**src/rtl/psc_pkg.sv**
```systemverilog
package psc_pkg;
  localparam int REG_W   = 8;
  localparam int SEL_W   = $clog2(REG_W);
  localparam int NUM_SRC = 3;

  localparam int POS_STP     = 1;
  localparam int POS_MSK_IRQ = 4;
  localparam int POS_MSK_EXT = 5;
  localparam int POS_MSK_WDT = 6;

  // writable field map; all other bits are reserved
  localparam logic [REG_W-1:0] WR_MASK =
    REG_W'((1 << POS_STP) | (1 << POS_MSK_IRQ) | (1 << POS_MSK_EXT) | (1 << POS_MSK_WDT));

  typedef enum logic [1:0] {
    SRC_WDT = 2'd0,
    SRC_EXT = 2'd1,
    SRC_IRQ = 2'd2
  } wake_src_e;

  function automatic int mask_pos(input int src);
    case (src)
      0:       return POS_MSK_WDT;
      1:       return POS_MSK_EXT;
      default: return POS_MSK_IRQ;
    endcase
  endfunction
endpackage

```
**src/rtl/psc_unlock.sv**
```systemverilog
module psc_unlock (
  input  logic clk_i,
  input  logic rst_ni,
  input  logic unlock_i,
  input  logic wr_en_i,
  output logic wr_ok_o,
  output logic err_o
);
  logic armed_q;
  logic err_q;

  always_ff @(posedge clk_i or negedge rst_ni) begin
    if (!rst_ni) begin
      armed_q <= 1'b0;
      err_q   <= 1'b0;
    end else begin
      armed_q <= unlock_i;
      err_q   <= wr_en_i & ~armed_q;
    end
  end

  assign wr_ok_o = wr_en_i & armed_q;
  assign err_o   = err_q;

  p_arm_one_cycle_r6: assert property (@(posedge clk_i) disable iff (!rst_ni)
    wr_ok_o |-> $past(unlock_i));
  p_err_on_reject_r5: assert property (@(posedge clk_i) disable iff (!rst_ni)
    (wr_en_i && !wr_ok_o) |=> err_o);
  p_no_err_on_accept_r5: assert property (@(posedge clk_i) disable iff (!rst_ni)
    (wr_ok_o || !wr_en_i) |=> !err_o);
endmodule

```
**src/rtl/psc_wake.sv**
```systemverilog
module psc_wake #(
  parameter int N = psc_pkg::NUM_SRC
) (
  input  logic         en_i,
  input  logic [N-1:0] req_i,
  input  logic [N-1:0] mask_i,
  output logic         wake_o
);
  logic [N-1:0] hit;

  for (genvar s = 0; s < N; s++) begin : g_src
    assign hit[s] = req_i[s] & ~mask_i[s];
  end

  assign wake_o = en_i & (|hit);

  always_comb begin
    if (!en_i) p_idle_no_wake_r8: assert (!wake_o);
  end
endmodule

```
**src/rtl/psc_reg.sv**
```systemverilog
module psc_reg
  import psc_pkg::*;
(
  input  logic             clk_i,
  input  logic             rst_ni,
  input  logic             wr_ok_i,
  input  logic             wr_bit_i,
  input  logic [SEL_W-1:0] wr_sel_i,
  input  logic             wr_val_i,
  input  logic [REG_W-1:0] wr_data_i,
  input  logic             clr_stp_i,
  output logic [REG_W-1:0] q_o
);
  logic [REG_W-1:0] q;
  logic [REG_W-1:0] wdata;
  logic [REG_W-1:0] nxt;

  always_comb begin
    wdata = wr_data_i;
    if (wr_bit_i) begin
      wdata = q;
      wdata[wr_sel_i] = wr_val_i;
    end
    nxt = q;
    if (wr_ok_i) nxt = (q & ~WR_MASK) | (wdata & WR_MASK);
    if (clr_stp_i) nxt[POS_STP] = 1'b0;  // wake wins over write
  end

  always_ff @(posedge clk_i or negedge rst_ni) begin
    if (!rst_ni) q <= '0;
    else         q <= nxt;
  end

  assign q_o = q;

  p_rsvd_zero_r2: assert property (@(posedge clk_i) disable iff (!rst_ni)
    (q & ~WR_MASK) == '0);
  p_hold_unwritten_r5: assert property (@(posedge clk_i) disable iff (!rst_ni)
    (!wr_ok_i && !clr_stp_i) |=> $stable(q));
  p_stp_cleared_r9: assert property (@(posedge clk_i) disable iff (!rst_ni)
    clr_stp_i |=> !q[POS_STP]);
endmodule

```
**src/rtl/psc_ctrl.sv**
```systemverilog
module psc_ctrl
  import psc_pkg::*;
(
  input  logic             clk_i,
  input  logic             rst_ni,
  input  logic             unlock_i,
  input  logic             wr_en_i,
  input  logic             wr_bit_i,
  input  logic [SEL_W-1:0] wr_sel_i,
  input  logic             wr_val_i,
  input  logic [REG_W-1:0] wr_data_i,
  input  logic             wdt_req_i,
  input  logic             ext_req_i,
  input  logic             irq_req_i,
  output logic [REG_W-1:0] rd_data_o,
  output logic             psave_o,
  output logic             wake_o,
  output logic             prot_err_o
);
  logic             wr_ok;
  logic             wake;
  logic [REG_W-1:0] q;
  logic [NUM_SRC-1:0] req;
  logic [NUM_SRC-1:0] msk;

  assign req[SRC_WDT] = wdt_req_i;
  assign req[SRC_EXT] = ext_req_i;
  assign req[SRC_IRQ] = irq_req_i;

  for (genvar s = 0; s < NUM_SRC; s++) begin : g_msk
    assign msk[s] = q[mask_pos(s)];
  end

  psc_unlock u_unlock (
    .clk_i   (clk_i),
    .rst_ni  (rst_ni),
    .unlock_i(unlock_i),
    .wr_en_i (wr_en_i),
    .wr_ok_o (wr_ok),
    .err_o   (prot_err_o)
  );

  psc_wake #(.N(NUM_SRC)) u_wake (
    .en_i  (q[POS_STP]),
    .req_i (req),
    .mask_i(msk),
    .wake_o(wake)
  );

  psc_reg u_reg (
    .clk_i    (clk_i),
    .rst_ni   (rst_ni),
    .wr_ok_i  (wr_ok),
    .wr_bit_i (wr_bit_i),
    .wr_sel_i (wr_sel_i),
    .wr_val_i (wr_val_i),
    .wr_data_i(wr_data_i),
    .clr_stp_i(wake),
    .q_o      (q)
  );

  assign rd_data_o = q;
  assign psave_o   = q[POS_STP];
  assign wake_o    = wake;

  p_wake_beats_write_r10: assert property (@(posedge clk_i) disable iff (!rst_ni)
    (wake_o && wr_ok) |=> !psave_o);
  p_masks_kept_on_wake_r9: assert property (@(posedge clk_i) disable iff (!rst_ni)
    (wake_o && !wr_ok) |=> $stable(rd_data_o[POS_MSK_WDT:POS_MSK_IRQ]));
endmodule

```
**config.mk**
```make
export PLATFORM = sky130hd
export DESIGN_NAME = psc_ctrl
export DESIGN_NICKNAME = d
export VERILOG_FILES = /design/src/rtl/psc_pkg.sv /design/src/rtl/psc_unlock.sv /design/src/rtl/psc_wake.sv /design/src/rtl/psc_reg.sv /design/src/rtl/psc_ctrl.sv
export SDC_FILE = /design/constraint.sdc
export NUM_CORES = 1
export LEC_CHECK = 0
export BUFFER_PORTS_ARGS = -buffer_cell sky130_fd_sc_hd__buf_2
export CAP_MARGIN = 10
export CORE_AREA = 4 4 41 43
export DETAILED_ROUTE_END_ITERATION = 10
export DIE_AREA = 0 0 45 47
export PLACE_DENSITY = 0.64
export REMOVE_ABC_BUFFERS = 1
export SYNTH_ARGS = -nofsm -noshare
export SYNTH_HDL_FRONTEND = slang
export SYNTH_SLANG_ARGS = --single-unit
export TNS_END_PERCENT = 1
```
**constraint.sdc**
```tcl
create_clock -name clk_i -period 1.35 [get_ports clk_i]
set_input_delay 0.135 -clock clk_i [delete_from_list [all_inputs] [get_ports clk_i]]
set_output_delay 0.135 -clock clk_i [all_outputs]
set_load 0.01 [all_outputs]
```
==> impl_metrics.toml, run 1 <==
[outcome]
status = "completed"

[logic_synthesis]
ys_ff_latch = 6
synth_warnings = 0
syn_area_um2 = 403
seq_area_frac_synth_pct = 37.3
syn_avg_cell_area_um2 = 9.59
synth_cell_type_count = 21
synth_cells = 42

[power]
switching_share_pct = 29.9
power_leakage_nw = 0.277
comb_power_share_pct = 28.1
vdd_drop_max_uv = 524
p_seq_share_pct = 41.4
p_int_uw = 382
power_uw = 546
p_clk_share_pct = 30.5
p_sw_uw = 163
cellPowerDensity_nw_per_um2 = 1000

[global_route]
grt_max_degree = 9
gr-usage-met3_pct = 3.45
overflow = 0
top_usage_layer = "met2"
grt_pass1_wl_mm = 1.51
grt_use_total_pct = 10.3
met2_usage_pct = 14.4
grt_pass1_vias = 350
met1_usage_pct = 13.4
antenna_found_initial = 0

[setup_path]
critPathArrivalTime_ns = 1.16
crit_path_end_kind = "output pin"
cp.buffers_inverters = 1
path_delay_family = "flip-flops"
start_kind = "flip-flop"
critPathMaxFanout = 4
cp_slowest_cell = "dfrtp_1"
required_ns = 1.22
crit_chain = "nor2b_1 -> o31a_1 -> buf_2"
slowest_delay_ns = 0.39
crit_type = "flip-flop to output pin"

[sta]
final.setup_skew_ns = 0.00393
maxSlewViolCount = 0
fin_setup_tns_ns = 0
setup_viol = 0
timing.final.crit_share_pct = 95.7
post-route-min-period_ns = 1.29
setup_ws_ns = 0.0577
rsz0062_at_grt = "false"
max_freq_mhz = 774
timing.final.hold_violations = 0

[floorplan]
core_um2 = 1300
dieArea_um2 = 2120
rows = 13
die_h_um = 47
io_pins = 31
start_util_pct = 31.0
die_x_um = 45

[final_layout]
drive_gt1_share_pct = 39.4
mostFrequentLayoutCell = "buf_2"
mostFrequentLayoutCells = "buf_2, dfrtp_1, nor2b_1, conb_1"
areaGrowthSynthToFinish_pct = 35.1
nets = 88
antenna_cells = 0
final_area_um2 = 544
fill_cells = 138

[job]
maxCapViolCount = 0

[clock_tree]
ctsResizeCount = 0
htreeDepth = 1
clock_path_buffers = 2
path_clk_slew_ns = 0.04
worstSkewPairLatency_ns = 0.25
cts_buffers = 3
cts_tree = "done"
cts_root_buffer = "clkbuf_4"
cts_setup_buffers = 0
cts_sinks = 6
ctsHoldBuffers = 2

[route]
wl_per_cell_um = 11.1
detail_route.iter0.violations = 4
drtPass1Iterations = 2
vias = 385
drt_wl_total_um = 902
viasPerCell = 4.75
drc_errors = 0
ant_nets = 0

[place]
pre_cts_slack_ns = 0.126
placed_area_um2 = 502
place_congestion = 0.695
port_buffers = 22

[min_path]
holdCritPathClass = "primary input to flip-flop"
final timing paths:
check                            startpoint        endpoint  slack (ns)  cells after the start
hold reg to reg            u_unlock.armed_q  u_unlock.err_o        0.51                      1
max in group asynchronous            rst_ni  u_unlock.err_o        0.97                      2
min in group asynchronous            rst_ni    u_reg.q_o[1]        0.24                      2
hold / removal                 wr_data_i[4]    u_reg.q_o[4]        0.13                      2
setup reg to reg           u_unlock.armed_q    u_reg.q_o[5]        0.17                      3
setup / recovery               u_reg.q_o[6]          wake_o        0.06                      3
kinds of logic after synthesis:
| family | after synthesis | synth area share [%] |
|---|---|---|
| buf+inv | 7 | 11.2 |
| mux | 2 | 4.97 |
| simple gates | 16 | 26.1 |
| other cells | 1 | 0.931 |
| flops | 6 | 37.3 |
| compound gates | 10 | 19.6 |
state kept, by name, indices dropped and copies added (netlist names):
| name | cells |
|---|---|
| u_reg.q_o | 4 |
| u_unlock.armed_q | 1 |
| u_unlock.err_o | 1 |
cell type report:
cell class                      count  area [um2]  share of cell area [%]
Multi-Input combinational cell     32         219                    40.2
Tap cell                           15        18.8                    3.45
Clock buffer                        3        22.5                    4.14
Inverter                            1        3.75                   0.690
Timing Repair Buffer               24         130                    23.9
Sequential cell                     6         150                    27.6
cells in the mapped netlist:
library cell,number,share of area (%)
or2b_1,1,1.9
nand2_1,2,1.9
a21oi_1,2,2.5
nand3b_1,3,5.6
nor4_1,2,3.1
o31ai_1,1,1.9
buf_1,1,0.93
o31a_1,1,2.2
conb_1,1,0.93
dfrtp_1,6,37
nor3_1,1,1.2
a21o_1,3,5.6
nor3b_2,1,3.1
buf_4,5,9.3
nor2b_1,4,6.2
or3b_1,1,2.2
a221o_1,2,5.0
nor2_1,1,0.93
inv_1,1,0.93
a2111oi_1,1,2.5
mux2i_1,2,5.0
per-layer routing:
metal,share of wire [%],vias up
met5,0,-
met4,2.7,0
met3,11,3
met2,42,20
met1,44,167
li1,-,195
power groups by stage:
stage / Clock (mW) / Sequential [mW] / Combinational, mW
finish: 0.166 / 0.226 / 0.153
global route: 0.191 / 0.230 / 0.171
CTS: 0.177 / 0.226 / 0.156
detailed placement: 0 / 0.229 / 0.149
global placement: 0 / 0.228 / 0.150
floorplan: 0 / 0.239 / 0.0648
per-stage QoR:
stage / hold WS (ns) / util, % / instances
3_5_place_dp: -0.0394 / 38.6 / 76
3_3_place_gp: -0.0380 / 38.6 / 76
6_report: 0.134 / 41.8 / 81
4_1_cts: 0.128 / 41.8 / 81
5_1_grt: 0.136 / 41.8 / 81
2_1_floorplan: -0.161 / - / 39
Note: power is estimated with default switching activity, not from simulation.
==> run 2: changes to the inputs <==
--- a/config.mk
+++ b/config.mk
@@ -12,6 +12,7 @@
 export DIE_AREA = 0 0 45 47
 export PLACE_DENSITY = 0.64
 export REMOVE_ABC_BUFFERS = 1
+export SETUP_SLACK_MARGIN = 0.1
 export SYNTH_ARGS = -nofsm -noshare
 export SYNTH_HDL_FRONTEND = slang
 export SYNTH_SLANG_ARGS = --single-unit
==> run 2 against run 1 <==
Effect of this change: fmax is 5.1% higher; highest routed layer unchanged; non-clock buffer count up 2; final cell count rose by 2.5%; sequential power fell by 2%; register-to-register slack hardly changed; critical path depth stayed put; worst setup slack improved by 0.063 ns.
==> impl_metrics.toml, run 2 (synthesized netlist as in run 1, its figures left out) <==
[outcome]
status = "completed"

[sta]
post-route-min-period_ns = 1.23
fin_setup_tns_ns = 0
maxSlewViolCount = 0
whs_ns = 0.138
final.setup_skew_ns = 0.00413
timing.final.hold_violations = 0
max_freq_mhz = 813
rsz0062_at_grt = "true"
timing.final.crit_share_pct = 91.1
setup_viol = 0

[clock_tree]
cts_root_buffer = "clkbuf_4"
ctsResizeCount = 0
cts_tree = "done"
path_clk_slew_ns = 0.05
cts_buffers = 3
htreeDepth = 1
clock_path_buffers = 2
worstSkewPairLatency_ns = 0.25
cts_sinks = 6

[route]
drt_wl_total_um = 931
drtPass1Iterations = 2
viasPerCell = 4.72
ant_nets = 0
drc_errors = 0
detail_route.iter0.violations = 7
wl_per_cell_um = 11.2
vias = 392

[setup_path]
start_kind = "flip-flop"
cp_slowest_cell = "dfrtp_1"
slowest_delay_ns = 0.34
reg2reg_depth = 3
critPathArrivalTime_ns = 1.09
crit_chain = "nor2b_1 -> o31a_1 -> buf_2"
crit_type = "flip-flop to output pin"
crit_path_end_kind = "output pin"
critPathMaxFanout = 2
required_ns = 1.22

[min_path]
holdPathStages = 2
holdCritPathClass = "primary input to flip-flop"

[floorplan]
die_h_um = 47
dieArea_um2 = 2120
rows = 13
core_um2 = 1300
io_pins = 31
die_x_um = 45
start_util_pct = 31.0

[final_layout]
mostFrequentLayoutCell = "buf_2"
fill_cells = 138
antenna_cells = 0
multiInputGateArea_um2 = 219
drive_gt1_share_pct = 41.2
nets = 90
register_area_um2 = 150
fin_util_pct = 43.0
mostFrequentLayoutCells = "buf_2, dfrtp_1, nor2b_1, conb_1"
largest_reg_flops = 4
areaGrowthSynthToFinish_pct = 38.8

[global_route]
overflow = 0
grt_pass1_wl_mm = 1.57
antenna_found_initial = 0
grt_use_total_pct = 10.7
grt_max_degree = 9
grt_pass1_vias = 360

[job]
maxCapViolCount = 0

[power]
vdd_drop_max_uv = 528
power_leakage_nw = 0.288
cellPowerDensity_nw_per_um2 = 1010

[place]
port_buffers = 22
place_congestion = 0.695
run 2: final timing paths:
path	startpoint	to	slack, ns
max in group asynchronous	rst_ni	u_unlock.err_o	0.97
hold / removal	wr_data_i[5]	u_reg.q_o[5]	0.14
setup / recovery	u_reg.q_o[6]	wake_o	0.12
hold reg to reg	u_unlock.armed_q	u_unlock.err_o	0.51
setup reg to reg	u_unlock.armed_q	u_reg.q_o[5]	0.16
min in group asynchronous	rst_ni	u_reg.q_o[1]	0.24
run 2: repair_timing:
action	CTS	global route
setup buffers	2	0
setup endpoints to repair	1	3
pin swaps	0	0
hold buffers	2	0
endpoints found under the hold margin	7	0
run 2: final cells by class:
type	count	area share [%]
clock buffer	3	4.03
inverter	1	0.671
multi-input combinational	32	39.1
sequential	6	26.8
tap	15	3.36
timing repair buffer	26	26.0
run 2: critical path: cells and delay by family, from the launching register on:
kind,cells,cell delay (ns)
buffers and inverters,1,0.15
AO/OA/AOI/OAI,1,0.31
flip-flops,1,0.34
AND/OR/NAND/NOR,1,0.05
run 2: per-stage QoR:
stage / total power, mW / setup slack, ns / cell area [um2] / std cells
2_1_floorplan: 0.303 / 0.195 / 373 / 39
3_3_place_gp: 0.378 / 0.110 / 502 / 76
3_5_place_dp: 0.378 / 0.126 / 502 / 76
4_1_cts: 0.575 / 0.109 / 559 / 83
5_1_grt: 0.611 / 0.0627 / 559 / 83
6_report: 0.562 / 0.120 / 559 / 83
run 2: metal layers:
metal  track usage (%)  vias up  wire length, um
met4              7.02        0               24
met1              14.4      169              418
met2              14.7       20              389
met3              3.45        3               99
li1                  -      200                -
met5                 0        -                0
run 2: power by group:
part           switching (mW)  total [mW]  internal (mW)
Sequential             0.0187       0.222          0.204
Combinational          0.0835       0.174         0.0901
Clock                  0.0656       0.166          0.101
Total                   0.168       0.562          0.394
